`src/rtl/csrb_pkg.sv`:
```
package csrb_pkg;
  localparam int DW    = 16;
  localparam int IDX_W = 5;
  localparam int MOD_W = 8;

  // Register index = byte offset / 2
  typedef enum logic [IDX_W-1:0] {
    IX_ID     = 5'd0,
    IX_DTYPE  = 5'd1,
    IX_CSR    = 5'd2,
    IX_MOFF   = 5'd3,
    IX_CNV_LO = 5'd4,
    IX_CNV_HI = 5'd5,
    IX_VEC    = 5'd6,
    IX_TRG_LO = 5'd7,
    IX_TRG_HI = 5'd8,
    IX_PRE_LO = 5'd9,
    IX_PRE_HI = 5'd10,
    IX_STA_LO = 5'd11,
    IX_STA_HI = 5'd12
  } reg_ix_e;

  // Control word bit positions
  localparam int B_MEMEN = 15;
  localparam int B_IRQEN = 7;
  localparam int B_FULL  = 6;
  localparam int B_RING  = 5;
  localparam int B_CONT  = 4;
  localparam int B_STOP  = 3;
  localparam int B_START = 2;
  localparam int B_PRE   = 1;
  localparam int B_RST   = 0;

  function automatic logic win_hit(input logic [DW-1:0] a, input logic [MOD_W-1:0] m);
    return (a[15:14] == 2'b11) && (a[13:6] == m) && !a[0];
  endfunction

  function automatic logic [DW-1:0] lane_merge(input logic [DW-1:0] old_w,
                                               input logic [DW-1:0] new_w,
                                               input logic [1:0]    be);
    return {be[1] ? new_w[15:8] : old_w[15:8], be[0] ? new_w[7:0] : old_w[7:0]};
  endfunction

  function automatic logic [DW-1:0] word_of(input logic [31:0] v, input logic hi);
    return hi ? v[31:16] : v[15:0];
  endfunction
endpackage

```
`src/rtl/csrb_decode.sv`:
```
module csrb_decode
  import csrb_pkg::*;
(
  input  logic [DW-1:0]    addr,
  input  logic [MOD_W-1:0] mod_addr,
  input  logic             wr,
  output logic             hit,
  output logic [IDX_W-1:0] idx,
  output logic             wr_hit
);
  assign hit    = win_hit(addr, mod_addr);
  assign idx    = addr[IDX_W:1];
  assign wr_hit = wr & hit;
endmodule

```
`src/rtl/csrb_ctrl.sv`:
```
module csrb_ctrl
  import csrb_pkg::*;
(
  input  logic          clk,
  input  logic          rst_n,
  input  logic          we_csr,
  input  logic [1:0]    be,
  input  logic [DW-1:0] wdata,
  input  logic          hw_stop,
  input  logic          hw_full,
  output logic [DW-1:0] csr_word,
  output logic          busy,
  output logic          memen
);
  logic [DW-1:1] ctrl_q, ctrl_d;
  logic          busy_q, busy_d;
  logic [DW-1:0] wr_word;
  logic          rst_cmd, start_cmd, stop_hit, new_memen;

  always_comb begin
    rst_cmd   = we_csr & be[0] & wdata[B_RST];
    wr_word   = we_csr ? lane_merge({ctrl_q, 1'b0}, wdata, be) : {ctrl_q, 1'b0};
    new_memen = wr_word[B_MEMEN] & ~busy_q;
    stop_hit  = hw_stop | (hw_full & ~wr_word[B_RING]);
    start_cmd = we_csr & be[0] & ~wdata[B_RST] &
                (wdata[B_START] | wdata[B_CONT]) & ~new_memen;

    ctrl_d          = wr_word[DW-1:1];
    ctrl_d[B_MEMEN] = new_memen;
    ctrl_d[B_STOP]  = wr_word[B_STOP] | stop_hit;
    ctrl_d[B_FULL]  = wr_word[B_FULL] | hw_full;
    if (rst_cmd) ctrl_d = '0;

    if (rst_cmd)        busy_d = 1'b0;
    else if (stop_hit)  busy_d = 1'b0;
    else if (start_cmd) busy_d = 1'b1;
    else                busy_d = busy_q;
  end

  always_ff @(posedge clk or negedge rst_n) begin
    if (!rst_n) begin
      ctrl_q <= '0;
      busy_q <= 1'b0;
    end else begin
      ctrl_q <= ctrl_d;
      busy_q <= busy_d;
    end
  end

  assign csr_word = {ctrl_q, busy_q};
  assign busy     = busy_q;
  assign memen    = ctrl_q[B_MEMEN];

  AST_BUSY_EXCLUDES_MEMEN: assert property (@(posedge clk) disable iff (!rst_n)
    busy_q |-> !ctrl_q[B_MEMEN]);
  AST_RST_BIT_CLEARS: assert property (@(posedge clk) disable iff (!rst_n)
    rst_cmd |=> (ctrl_q == '0) && !busy_q);
  AST_STOP_DROPS_BUSY: assert property (@(posedge clk) disable iff (!rst_n)
    hw_stop |=> !busy_q && ctrl_q[B_STOP]);
  AST_START_SETS_BUSY: assert property (@(posedge clk) disable iff (!rst_n)
    (start_cmd && !stop_hit && !rst_cmd) |=> busy_q);
endmodule

```
`src/rtl/csrb_store.sv`:
```
module csrb_store
  import csrb_pkg::*;
#(
  parameter int CNT_W = 20,
  parameter int KEEP_LSB = 7
) (
  input  logic             clk,
  input  logic             rst_n,
  input  logic             wr_hit,
  input  logic [IDX_W-1:0] idx,
  input  logic [1:0]       be,
  input  logic [DW-1:0]    wdata,
  output logic [DW-1:0]    vector,
  output logic [DW-1:KEEP_LSB] moff,
  output logic [CNT_W-1:0] preset
);
  localparam int HI_W = CNT_W - DW;

  logic vec_we, moff_we, plo_we, phi_we;
  logic [DW-1:0] moff_full, phi_full;

  assign vec_we  = wr_hit && (idx == IX_ID);
  assign moff_we = wr_hit && (idx == IX_MOFF);
  assign plo_we  = wr_hit && (idx == IX_PRE_LO);
  assign phi_we  = wr_hit && (idx == IX_PRE_HI);

  assign moff_full = lane_merge({moff, {KEEP_LSB{1'b0}}}, wdata, be);
  assign phi_full  = lane_merge({{(DW-HI_W){1'b0}}, preset[CNT_W-1:DW]}, wdata, be);

  always_ff @(posedge clk or negedge rst_n) begin
    if (!rst_n) begin
      vector <= '0;
      moff   <= '0;
    end else begin
      if (vec_we)  vector <= lane_merge(vector, wdata, be);
      if (moff_we) moff   <= moff_full[DW-1:KEEP_LSB];
    end
  end

  // Preset count deliberately outside the system reset
  always_ff @(posedge clk) begin
    if (plo_we) preset[DW-1:0]    <= lane_merge(preset[DW-1:0], wdata, be);
    if (phi_we) preset[CNT_W-1:DW] <= phi_full[HI_W-1:0];
  end

  AST_VECTOR_HOLDS: assert property (@(posedge clk) disable iff (!rst_n)
    !vec_we |=> $stable(vector));
  AST_OFFSET_HOLDS: assert property (@(posedge clk) disable iff (!rst_n)
    !moff_we |=> $stable(moff));
endmodule

```
`src/rtl/csrb_rdmux.sv`:
```
module csrb_rdmux
  import csrb_pkg::*;
#(
  parameter int          CNT_W    = 20,
  parameter int          KEEP_LSB = 7,
  parameter logic [15:0] ID_WORD  = 16'h1F7F,
  parameter logic [15:0] DT_QUAD  = 16'h30F8,
  parameter logic [15:0] DT_OCT   = 16'h5808
) (
  input  logic             hit,
  input  logic [IDX_W-1:0] idx,
  input  logic             quad,
  input  logic [DW-1:0]    csr_word,
  input  logic [DW-1:0]    vector,
  input  logic [DW-1:KEEP_LSB] moff,
  input  logic [CNT_W-1:0] preset,
  input  logic [CNT_W-1:0] conv,
  input  logic [31:0]      trig,
  input  logic [31:0]      start,
  output logic [DW-1:0]    rdata
);
  logic [31:0] conv32, pre32;
  assign conv32 = {{(32-CNT_W){1'b0}}, conv};
  assign pre32  = {{(32-CNT_W){1'b0}}, preset};

  always_comb begin
    rdata = '0;
    if (hit) begin
      case (idx)
        IX_ID:     rdata = ID_WORD;
        IX_DTYPE:  rdata = quad ? DT_QUAD : DT_OCT;
        IX_CSR:    rdata = csr_word;
        IX_MOFF:   rdata = {moff, {KEEP_LSB{1'b0}}};
        IX_CNV_LO: rdata = word_of(conv32, 1'b0);
        IX_CNV_HI: rdata = word_of(conv32, 1'b1);
        IX_VEC:    rdata = vector;
        IX_TRG_LO: rdata = word_of(trig, 1'b0);
        IX_TRG_HI: rdata = word_of(trig, 1'b1);
        IX_PRE_LO: rdata = word_of(pre32, 1'b0);
        IX_PRE_HI: rdata = word_of(pre32, 1'b1);
        IX_STA_LO: rdata = word_of(start, 1'b0);
        IX_STA_HI: rdata = word_of(start, 1'b1);
        default:   rdata = '0;
      endcase
    end
  end
endmodule

```
`src/rtl/acq_csr_bank.sv`:
```
module acq_csr_bank
  import csrb_pkg::*;
#(
  parameter int          CNT_W   = 20,
  parameter logic [15:0] ID_WORD = 16'h1F7F,
  parameter logic [15:0] DT_QUAD = 16'h30F8,
  parameter logic [15:0] DT_OCT  = 16'h5808
) (
  input  logic             clk,
  input  logic             rst_n,
  input  logic [7:0]       mod_addr,
  input  logic             quad_strap,
  input  logic [15:0]      bus_addr,
  input  logic             bus_wr,
  input  logic [1:0]       bus_be,
  input  logic [15:0]      bus_wdata,
  output logic [15:0]      bus_rdata,
  input  logic             hw_stop,
  input  logic             hw_full,
  input  logic [CNT_W-1:0] conv_addr,
  input  logic [31:0]      trig_addr,
  input  logic [31:0]      start_addr,
  output logic             acq_inhibit,
  output logic             acq_busy,
  output logic             irq,
  output logic [2:0]       smp_clk_sel,
  output logic             arm_hw,
  output logic [2:0]       lat_sel,
  output logic             pretrig_en,
  output logic             ring_en,
  output logic [8:0]       mem_base,
  output logic [15:0]      irq_vector,
  output logic [CNT_W-1:0] preset_count
);
  localparam int KEEP_LSB = 7;
  localparam int HI_W     = CNT_W - DW;

  logic             hit, wr_hit, we_csr;
  logic [IDX_W-1:0] idx;
  logic [DW-1:0]    csr_word, vector;
  logic [DW-1:KEEP_LSB] moff;
  logic [CNT_W-1:0] preset;
  logic             busy, memen;

  csrb_decode u_dec (
    .addr(bus_addr), .mod_addr(mod_addr), .wr(bus_wr),
    .hit(hit), .idx(idx), .wr_hit(wr_hit)
  );

  assign we_csr = wr_hit && (idx == IX_CSR);

  csrb_ctrl u_ctrl (
    .clk(clk), .rst_n(rst_n), .we_csr(we_csr), .be(bus_be), .wdata(bus_wdata),
    .hw_stop(hw_stop), .hw_full(hw_full),
    .csr_word(csr_word), .busy(busy), .memen(memen)
  );

  csrb_store #(.CNT_W(CNT_W), .KEEP_LSB(KEEP_LSB)) u_store (
    .clk(clk), .rst_n(rst_n), .wr_hit(wr_hit), .idx(idx), .be(bus_be),
    .wdata(bus_wdata), .vector(vector), .moff(moff), .preset(preset)
  );

  csrb_rdmux #(.CNT_W(CNT_W), .KEEP_LSB(KEEP_LSB), .ID_WORD(ID_WORD),
               .DT_QUAD(DT_QUAD), .DT_OCT(DT_OCT)) u_rd (
    .hit(hit), .idx(idx), .quad(quad_strap), .csr_word(csr_word),
    .vector(vector), .moff(moff), .preset(preset), .conv(conv_addr),
    .trig(trig_addr), .start(start_addr), .rdata(bus_rdata)
  );

  assign acq_inhibit  = memen;
  assign acq_busy     = busy;
  assign irq          = csr_word[B_IRQEN] & csr_word[B_STOP];
  assign smp_clk_sel  = csr_word[14:12];
  assign arm_hw       = csr_word[11];
  assign lat_sel      = csr_word[10:8];
  assign pretrig_en   = csr_word[B_PRE];
  assign ring_en      = csr_word[B_RING];
  assign mem_base     = moff;
  assign irq_vector   = vector;
  assign preset_count = preset;

  AST_MISS_READS_ZERO: assert property (@(posedge clk) disable iff (!rst_n)
    !hit |-> (bus_rdata == '0));
  AST_HI_WORD_NARROW: assert property (@(posedge clk) disable iff (!rst_n)
    (hit && (idx == IX_PRE_HI || idx == IX_CNV_HI)) |-> (bus_rdata[DW-1:HI_W] == '0));
  AST_DTYPE_RO: assert property (@(posedge clk) disable iff (!rst_n)
    (wr_hit && idx == IX_DTYPE) |=> $stable(csr_word) && $stable(vector));
endmodule

```
`config.mk`:
```
export PLATFORM = sky130hd
export DESIGN_NAME = acq_csr_bank
export DESIGN_NICKNAME = d
export VERILOG_FILES = /design/src/rtl/csrb_pkg.sv /design/src/rtl/csrb_decode.sv /design/src/rtl/csrb_ctrl.sv /design/src/rtl/csrb_store.sv /design/src/rtl/csrb_rdmux.sv /design/src/rtl/acq_csr_bank.sv
export SDC_FILE = /design/constraint.sdc
export NUM_CORES = 1
export LEC_CHECK = 0
export BUFFER_PORTS_ARGS = -buffer_cell sky130_fd_sc_hd__buf_2
export CAP_MARGIN = 40
export CORE_AREA = 2 2 91 93
export CTS_CLUSTER_DIAMETER = 50
export DETAILED_ROUTE_END_ITERATION = 8
export DIE_AREA = 0 0 93 95
export PLACE_DENSITY = 0.86
export SLEW_MARGIN = 40
export SYNTH_ARGS = -nofsm -noshare
export SYNTH_HDL_FRONTEND = slang
export SYNTH_SLANG_ARGS = --single-unit
```
`constraint.sdc`:
```
create_clock -name clk -period 6.2 [get_ports clk]
set_input_delay 1.24 -clock clk [delete_from_list [all_inputs] [get_ports clk]]
set_output_delay 1.24 -clock clk [all_outputs]
set_load 0.01 [all_outputs]
```
==> impl_metrics.toml, run 1 <==
[run_status]
status = "finished clean"

[die]
chipWidth_um = 93
boundaryPins = 205
initial_core_util_pct = 43.23
core-area_um2 = 7928
die_outline_height_um = 95
num_rows = 33
die_area_um2 = 8835

[placed_design]
io_buffers = 204
final_weighted_congestion_in_routability_driven_placement = 0.8810
hpwl_mm = 9.800

[pwr]
ir_worst_vdd_uv = 118.9
power.static_leakage_nw = 2.295
power.density_cell_area_nw_per_um2 = 192.2
total_power_mw = 0.9148

[clock_network]
post_cts.resized_instances = 0
path_clk_slew_ns = 0.07
clock_tree.root_cell = "clkbuf_8"
holdBufCountCts = 0
clock_insertion_delay_worst_skew_ns = 0.33
htree_levels = 3
cts_buffers = 9
clk_path_buf_depth = 2
clock_tree_from_tritoncts = "yes"
cts_setup_buffers = 0
cts_num_sinks = 61

[detailed_routing]
totalWireLength_mm = 13.65
detail_route.vias_per_cell = 6.113
routedWlPerCell_um = 21.47
vias = 3888
route.antenna.remaining_nets = 0
drtIter0Drc = 358
detailedRoute.firstPassIterationCount = 5
drcViolationCount = 0

[worst_hold_path]
min_path_type = "reg -> reg"

[synthesis]
synth_simple_gate_area_share_pct = 14.17
synth_top_cells_by_area = "dfrtp_1 (30%), edfxtp_1 (18%), a22oi_1 (11%)"
synth-adder-area-share_pct = 0
netlist_area_before_placement_um2 = 3427
ys_seq_elements = 61
share_of_flip_flops_with_an_asynchronous_set_or_reset_pct = 67.21
synth-warning-count = 0
ys.flop_type = "dfrtp_1"
synth_commonest_cells = "a22oi_1 (49), dfrtp_1 (41), nand2_1 (31)"
synth.top_cell.area_share_pct = 29.94
synth_most_common_cell = "a22oi_1"
synth_sequential_area_ratio_pct = 47.46
yosys.area.top_type = "dfrtp_1"
synth_edf_count = 20
synthXorXnorAreaFrac_pct = 2.045
postSynthAreaPerCell_um2 = 10.54
number_of_nets_in_the_synthesized_netlist = 457
post_synth_mux_area_share_pct = 10.22
synth_compound_gate_area_share_pct = 21.76
netlist-cell-type-count = 45
netlist_instances = 325
synth_top_family_by_area = "compound AO/OA/AOI/OAI gates"

[global_route]
grt_start_max_net_pins = 42
grt_first_pass_wirelength_mm = 19.80
grt_antenna_before_repair = 0
grt.total_usage_pct = 30.21
grt-ovfl-total = 0
number_of_global_route_vias_before_repair = 3788

[setup_path]
timing.critical_path.cells = "buf_2, xnor2_1, nand4_1, or3_1, or4_1, a41oi_1, buf_2"
critPathMaxFanout = 16
timing.critical_path.to_type = "primary output"
timing.critical_path.mode_cell = "buf_2"
critical-path-slowest-cell = "or4_1"
cp_data_required_time_ns = 4.96
worstSetupPathType = "in -> out"
cp-start-kind = "input port"
crit_arrival_ns = 3.57
cpPeakStageDelay_ns = 0.94

[sta]
max_slew.worst_pin.slew_ns = 0.8231
finalHoldViolations = 0
finalMaxSlewViolations = 0
clock.fmax_ghz = 0.2079
final.min_clock_period_ns = 4.810
fin_tns_setup_ns = 0
setup_violations = 0
rsz0062_at_grt = "no"
fin_skew_ns = 0.005744
final.period_utilization_pct = 77.58
slew_headroom_pct = 45.13

[final_layout]
final_core_util_pct = 60.05
number_of_inserted_diodes = 0
fillers = 680
post_route_cells_drive_above_1_share_pct = 48.21
nets = 658
layout-area-overhead-vs-synth_pct = 38.92

[job]
max_cap_viol_count = 0
cell families after synthesis:
group,Yosys count
muxes,32
and+or+nand+nor,94
xor gates and xnor gates,8
buffers and inverters,27
AOI/OAI and AO/OA,103
DFF,61
worst max-delay path, delay by kind of cell:
kind                   cells  cell delay [ns]
AND/OR/NAND/NOR            3             1.44
AO/OA/AOI/OAI              1             0.37
buffers and inverters      2             0.30
XOR/XNOR                   1             0.22
cell type report:
class,count,area [µm²],area share [%]
Sequential cell,61,1627,34.17
Multi-Input combinational cell,237,1675,35.19
Clock inverter,4,70.07,1.472
Clock buffer,12,155.1,3.259
Tap cell,105,131.4,2.760
Inverter,5,18.77,0.3942
Timing Repair Buffer,212,1084,22.76
report_power, final:
part	leakage, nW	total (mW)	internal (mW)	switching (mW)
combinational	1.44	0.0954	0.0438	0.0516
sequential	0.742	0.416	0.416	0.0000539
clock	0.116	0.403	0.247	0.156
total	2.30	0.915	0.707	0.208
through the flow:
stage | setup slack (ns) | cell area [µm²] | hold WS (ns) | std cells
final | 1.390 | 4761 | 0.4991 | 636
after global routing | 1.310 | 4761 | 0.5459 | 636
after CTS | 1.460 | 4756 | 0.4979 | 636
after detailed placement | 1.483 | 4531 | 0.4811 | 620
after global placement | 1.605 | 4514 | 0.4807 | 620
after floorplan | 2.118 | 3427 | 0.4564 | 325
flip-flops by register name, summed over array words and instances, names as in the netlist:
| name | count |
|---|---|
| u_ctrl.busy | 1 |
| u_store.vector | 16 |
| u_store.preset | 20 |
| u_ctrl.ctrl_q | 15 |
| u_store.moff | 9 |
cells in the final DEF, fill, tap and decap left out, drive strengths merged, types with 6 or more instances in the layout:
| cell type | instances |
|---|---|
| xnor2 | 6 |
| a22oi | 49 |
| o21ai | 7 |
| nand2 | 31 |
| mux2 | 24 |
| dfrtp | 41 |
| and3 | 11 |
| clkbuf | 12 |
| a31oi | 9 |
| nor2 | 21 |
| buf | 212 |
| a221oi | 10 |
| edfxtp | 20 |
| nor3 | 9 |
| mux2i | 8 |
| a21oi | 13 |
per-layer routing:
metal / vias up / track usage (%) / share of wire [%]
li1: 1676 / - / -
met1: 1864 / 38.67 / 38
met2: 308 / 48.13 / 47
met3: 40 / 7.342 / 12
met4: 0 / 14.95 / 3.1
met5: - / 0 / 0
path summary, 6_finish.rpt:
path                                   from           endpoint  slack [ns]  cells past startpoint
max in group asynchronous             rst_n   u_ctrl.ctrl_q[3]        4.90                      1
max reg2reg                u_ctrl.ctrl_q[5]        u_ctrl.busy        5.15                      3
max                             mod_addr[2]       bus_rdata[5]        1.39                      7
min reg2reg                u_ctrl.ctrl_q[4]   u_ctrl.ctrl_q[4]        0.50                      2
min in group asynchronous             rst_n  u_store.vector[6]        0.88                      1
min                        u_ctrl.ctrl_q[4]   u_ctrl.ctrl_q[4]        0.50                      2
Power figures use the tool's default switching activity.
==> run 2: changes to the inputs <==
- CORE_AREA: 2 2 91 93 -> 2 2 92 94
- DIE_AREA: 0 0 93 95 -> 0 0 94 96
- PLACE_DENSITY: 0.86 -> 0.84
- clock period: 6.2 -> 4.61 ns (I/O delays scaled with it)
==> run 2 against run 1 <==
Compared with the run above: register-to-register slack got worse by 1.6 ns; utilization shrank 1.2 points; clock power decreased by 1%; final area decreased by 0.45%; global-route usage decreased by 0.84 points; via count is 2.2% lower; highest routed layer unchanged.
==> impl_metrics.toml, run 2 (synthesized netlist as in run 1, its figures left out) <==
[final_layout]
layout-area-overhead-vs-synth_pct = 38.30
max_ffs_per_register = 20
final_cell_count_no_fill = 641
post_route_cells_drive_above_1_share_pct = 48.51
number_of_inserted_diodes = 0
largest_register = "u_store.preset"
final_common_cell = "buf_2"
final_cell_mix = "buf_2 (203), a22oi_1 (49), dfrtp_1 (41)"
nets = 665
reg_top3 = "u_store.preset: 20 flops, u_store.vector: 16 flops, u_ctrl.ctrl_q: 15 flops"

[pwr]
ir_worst_vdd_uv = 132.6
total_internal_power_mw = 0.8210
clock_power_share_pct = 36.7
power.density_cell_area_nw_per_um2 = 228.9
comb_power_share_pct = 11.7
power.static_leakage_nw = 2.317
power.switching_mw = 0.2641
power_frac_seq_pct = 51.6
power.switching_fraction_pct = 24.34

[clock_network]
clock_insertion_delay_worst_skew_ns = 0.33
path_clk_slew_ns = 0.07
cts_num_sinks = 61
clock_tree.root_cell = "clkbuf_8"
clk_path_buf_depth = 2
cts_setup_buffers = 0
clock_tree_from_tritoncts = "yes"
cts_buffers = 9
post_cts.resized_instances = 0
htree_levels = 3
holdBufCountCts = 0

[sta]
clock.fmax_ghz = 0.2432
fin_skew_ns = 0.004601
slew_headroom_pct = 46.00
rsz0062_at_grt = "no"
finalHoldViolations = 0
final.min_clock_period_ns = 4.111
finalMaxSlewViolations = 0
setup_violations = 0
max_slew.worst_pin.slew_ns = 0.8100
fin_tns_setup_ns = 0
final.period_utilization_pct = 89.18

[die]
num_rows = 33
boundaryPins = 205
initial_core_util_pct = 42.56
die_area_um2 = 9024
die_outline_height_um = 96
chipWidth_um = 94
core-area_um2 = 8051

[placed_design]
final_weighted_congestion_in_routability_driven_placement = 0.8931
dp.cells = 627
hpwl_mm = 9.933
io_buffers = 204

[detailed_routing]
detail_route.vias_per_cell = 5.930
drtIter0Drc = 264
vias = 3801
route.antenna.remaining_nets = 0
totalWireLength_mm = 13.48
detailedRoute.firstPassIterationCount = 5
routedWlPerCell_um = 21.03
drcViolationCount = 0

[setup_path]
timing.rr.start = "u_ctrl.ctrl_q[15]"
critPathMaxFanout = 16
crit_arrival_ns = 3.19
cp-start-kind = "input port"
launch_point_of_the_critical_path = "mod_addr[2]"
cp_data_required_time_ns = 3.69
worstSetupPathType = "in -> out"
timing.critical_path.to_type = "primary output"

[global_route]
grt-ovfl-total = 0
grt.total_usage_pct = 29.37
grt_first_pass_wirelength_mm = 19.60
grt_start_max_net_pins = 42
grt_antenna_before_repair = 0
number_of_global_route_vias_before_repair = 3661

[worst_hold_path]
min_path_type = "reg -> reg"
hold_path.startpoint = "u_ctrl.ctrl_q[4]"

[run_status]
status = "finished clean"

[job]
max_cap_viol_count = 0
[run 2: path summary, 6_finish.rpt]
path	endpoint	slack, ns	cells past startpoint
max	bus_rdata[0]	0.50	7
min	u_ctrl.ctrl_q[4]	0.49	2
max reg2reg	u_ctrl.busy	3.59	3
min reg2reg	u_ctrl.ctrl_q[4]	0.49	2
max in group asynchronous	u_store.moff[11]	3.65	1
min in group asynchronous	u_store.vector[4]	0.57	1
[run 2: worst max-delay path, cell delays in order]
cell and delay (ns):
buf_2 0.10, xnor2_1 0.22, nand4_1 0.12, or3_1 0.39
or4_1 0.94, a31oi_1 0.32, buf_2 0.18
[run 2: area by class of cell]
class / instances / area [µm²]
inverter: 5 / 18.77
fill: 719 / 3312
tap: 105 / 131.4
multi-input combinational: 237 / 1670
timing repair buffer: 219 / 1136
sequential: 61 / 1627
clock inverter: 3 / 15.01
clock buffer: 11 / 141.4
[run 2: power by group through the flow]
| stage | logic, mW | clock network [mW] | registers, mW |
|---|---|---|---|
| global route | 0.139 | 0.429 | 0.559 |
| finish | 0.127 | 0.398 | 0.560 |
| floorplan | 0.0388 | 0 | 0.571 |
| global placement | 0.122 | 0 | 0.570 |
| detailed placement | 0.125 | 0 | 0.570 |
| CTS | 0.126 | 0.402 | 0.560 |
[run 2: per-layer routing]
| metal | global-route usage (%) | vias to the layer above | routed length [µm] |
|---|---|---|---|
| met3 | 6.500 | 36 | 1395 |
| li1 | - | 1678 | - |
| met5 | 0 | - | 0 |
| met4 | 10.63 | 0 | 282 |
| met2 | 48.99 | 278 | 6469 |
| met1 | 37.79 | 1809 | 5334 |
[run 2: per-stage QoR]
stage	worst slack (ns)	power [mW]	utilization [%]	area, µm²	hold WS (ns)
floorplan	1.164	0.6094	-	3427	0.4564
global placement	0.6158	0.6920	56.78	4572	0.4769
detailed placement	0.5506	0.6957	56.81	4574	0.4775
CTS	0.5403	1.088	58.76	4731	0.4920
global route	0.3690	1.127	58.87	4740	0.5157
finish	0.4988	1.085	58.87	4740	0.4926
==> run 3: changes to the inputs <==
- ABC_AREA: default -> 1
- CORE_AREA: 2 2 92 94 -> 2 2 98 100
- DIE_AREA: 0 0 94 96 -> 0 0 100 102
- PLACE_DENSITY: 0.84 -> 0.83
- REMOVE_ABC_BUFFERS: default -> 1
==> run 3 against run 2 <==
Compared with the run above: highest routed layer unchanged; global-route usage shrank 1.8 points; sequential cell count is the same; worst setup slack gained 0.50 ns; sequential power is essentially flat; via count grew 19%; utilization shrank 1.3 points; combinational power grew 16%.
==> impl_metrics.toml, run 3 <==
[run_status]
status = "finished clean"

[die]
core-area_um2 = 9109
die_area_um2 = 10200
num_rows = 35
boundaryPins = 205
die_outline_height_um = 102
chipWidth_um = 100
initial_core_util_pct = 43.98

[final_layout]
final_common_cell = "buf_2"
largest_register = "u_store.preset"
number_of_inserted_diodes = 0
max_ffs_per_register = 20
final_cell_mix = "buf_2 (203), nand2_1 (192), inv_1 (63)"
fillers = 893
reg_top3 = "u_store.preset: 20 flops, u_store.vector: 16 flops, u_ctrl.ctrl_q: 15 flops"
nets = 889
layout-area-overhead-vs-synth_pct = 30.89
post_route_cells_drive_above_1_share_pct = 36.35

[sta]
final.period_utilization_pct = 78.23
setup_violations = 0
rsz0062_at_grt = "no"
fin_tns_setup_ns = 0
fin_skew_ns = 0.007585
finalHoldWorstSlack_ns = 0.4984
clock.fmax_ghz = 0.2773
slew_headroom_pct = 55.27
finalMaxSlewViolations = 0
final.min_clock_period_ns = 3.606
max_slew.worst_pin.slew_ns = 0.6702
finalHoldViolations = 0

[synthesis]
netlist-cell-type-count = 34
synth_edf_count = 20
synth-warning-count = 0
synth_sequential_area_ratio_pct = 40.60
netlist_area_before_placement_um2 = 4006
yosys.area.top_type = "dfrtp_1"
ys.flop_type = "dfrtp_1"
synth.top_cell.area_share_pct = 25.61
ys_seq_elements = 61
synth_commonest_cells = "nand2_1 (192), inv_1 (63), nor2_1 (48)"
synth_top_cells_by_area = "dfrtp_1 (26%), nand2_1 (18%), edfxtp_1 (15%)"
netlist_instances = 555
postSynthAreaPerCell_um2 = 7.219
share_of_flip_flops_with_an_asynchronous_set_or_reset_pct = 67.21
synth_most_common_cell = "nand2_1"

[setup_path]
timing.critical_path.to_type = "primary output"
critPathBufInv = 6
cp-start-kind = "input port"
critical-path-slowest-cell = "o41ai_4"
crit_arrival_ns = 2.68
timing.rr.start = "u_ctrl.ctrl_q[5]"
timing.critical_path.cells = "buf_2, inv_2, nor2_2, inv_4, nor2_4, inv_2, nand4_2, o41ai_4, buf_4, nor2_1, buf_2"
launch_point_of_the_critical_path = "bus_addr[4]"
worstSetupPathType = "in -> out"
critPathMaxFanout = 15
cpPeakStageDelay_ns = 0.54
cp_data_required_time_ns = 3.69
cp_top_family = "buffers and inverters"

[pwr]
ir_worst_vdd_uv = 106.4
power.static_leakage_nw = 2.775
power.density_cell_area_nw_per_um2 = 210.8
total_power_mw = 1.105

[placed_design]
final_weighted_congestion_in_routability_driven_placement = 0.9894
io_buffers = 204
hpwl_mm = 10.89

[global_route]
grt_first_pass_wirelength_mm = 21.60
grt_antenna_before_repair = 0
grt-ovfl-total = 0
grt_start_max_net_pins = 42
number_of_global_route_vias_before_repair = 4378
grt.total_usage_pct = 27.56

[detailed_routing]
totalWireLength_mm = 14.00
detail_route.vias_per_cell = 5.186
routedWlPerCell_um = 16.04
route.antenna.remaining_nets = 0
drtIter0Drc = 268
vias = 4527
drcViolationCount = 0
detailedRoute.firstPassIterationCount = 5

[clock_network]
cts_buffers = 9
clock_tree.root_cell = "clkbuf_8"
htree_levels = 3
clk_path_buf_depth = 2
cts_num_sinks = 61
path_clk_slew_ns = 0.07
holdBufCountCts = 0
clock_tree_from_tritoncts = "yes"
post_cts.resized_instances = 0
cts_setup_buffers = 0
clock_insertion_delay_worst_skew_ns = 0.34

[worst_hold_path]
hold_path.startpoint = "u_ctrl.ctrl_q[4]"
min_path_type = "reg -> reg"

[job]
max_cap_viol_count = 0
run 3: cell types whose count changed in the layout (fill, tap and decap cells not counted), sizes merged, moves of 11 or more:
| cell | change |
|---|---|
| mux2 | -23 |
| nand4 | +13 |
| buf | -12 |
| nor2 | +50 |
| inv | +72 |
| a21oi | +16 |
| a22oi | -49 |
| and3 | -11 |
| nand3 | +23 |
| nand2 | +167 |
run 3: power by group:
part	internal, mW	total, mW	switching, mW
registers	0.560	0.560	0.000127
logic	0.0625	0.147	0.0846
clock network	0.191	0.398	0.207
total	0.813	1.11	0.292
run 3: cell families (layout without fill, tap and decap cells):
family	Yosys count	in the layout	share of synthesized area, %
multiplexers	1	1	0.2811
XOR/XNOR	1	1	0.2187
flip-flops	61	61	40.60
AND/OR/NAND/NOR	328	328	37.26
AO/OA/AOI/OAI	71	71	11.65
buffers and inverters	93	300	9.994
run 3: metal layers:
metal,track usage [%],vias to the layer above,wire (µm)
li1,-,2205,-
met5,0,-,0
met1,33.98,2086,5843
met4,9.905,0,341
met3,7.182,26,1101
met2,47.04,210,6715
run 3: area by class of cell:
class | count | area, µm² | area share (%)
clock buffers | 11 | 131.4 | 2.505
clock inverters | 5 | 27.53 | 0.5249
inverters | 77 | 291.5 | 5.560
multi-input cells | 401 | 1982 | 37.80
flip-flops and latches | 61 | 1627 | 31.02
well taps | 111 | 138.9 | 2.649
repair buffers | 207 | 1046 | 19.95
run 3: final timing paths:
| path | cells after the start | end | slack, ns |
|---|---|---|---|
| min in group asynchronous | 1 | u_store.vector[0] | 0.57 |
| worst min register to register | 2 | u_ctrl.ctrl_q[4] | 0.50 |
| worst max-delay path | 11 | bus_rdata[15] | 1.00 |
| max in group asynchronous | 1 | u_ctrl.ctrl_q[3] | 3.66 |
| worst max register to register | 9 | u_ctrl.ctrl_q[3] | 3.39 |
| worst min-delay path | 2 | u_ctrl.ctrl_q[4] | 0.50 |
run 3: metrics by stage:
| step | setup slack [ns] | util, % | cell area [µm²] | std cells |
|---|---|---|---|---|
| after global routing | 0.8652 | 57.57 | 5244 | 873 |
| after CTS | 1.015 | 57.54 | 5241 | 873 |
| after global placement | 1.075 | 55.77 | 5080 | 857 |
| final | 1.004 | 57.57 | 5244 | 873 |
| after detailed placement | 1.013 | 55.80 | 5082 | 857 |
| after floorplan | 1.383 | - | 3897 | 539 |
run 3: tightest hold or removal path, delay by kind of cell, from the launching register on:
kind | cells | cell delay (ns)
flip-flops | 1 | 0.35
AND/OR/NAND/NOR | 1 | 0.05
AO/OA/AOI/OAI | 1 | 0.06
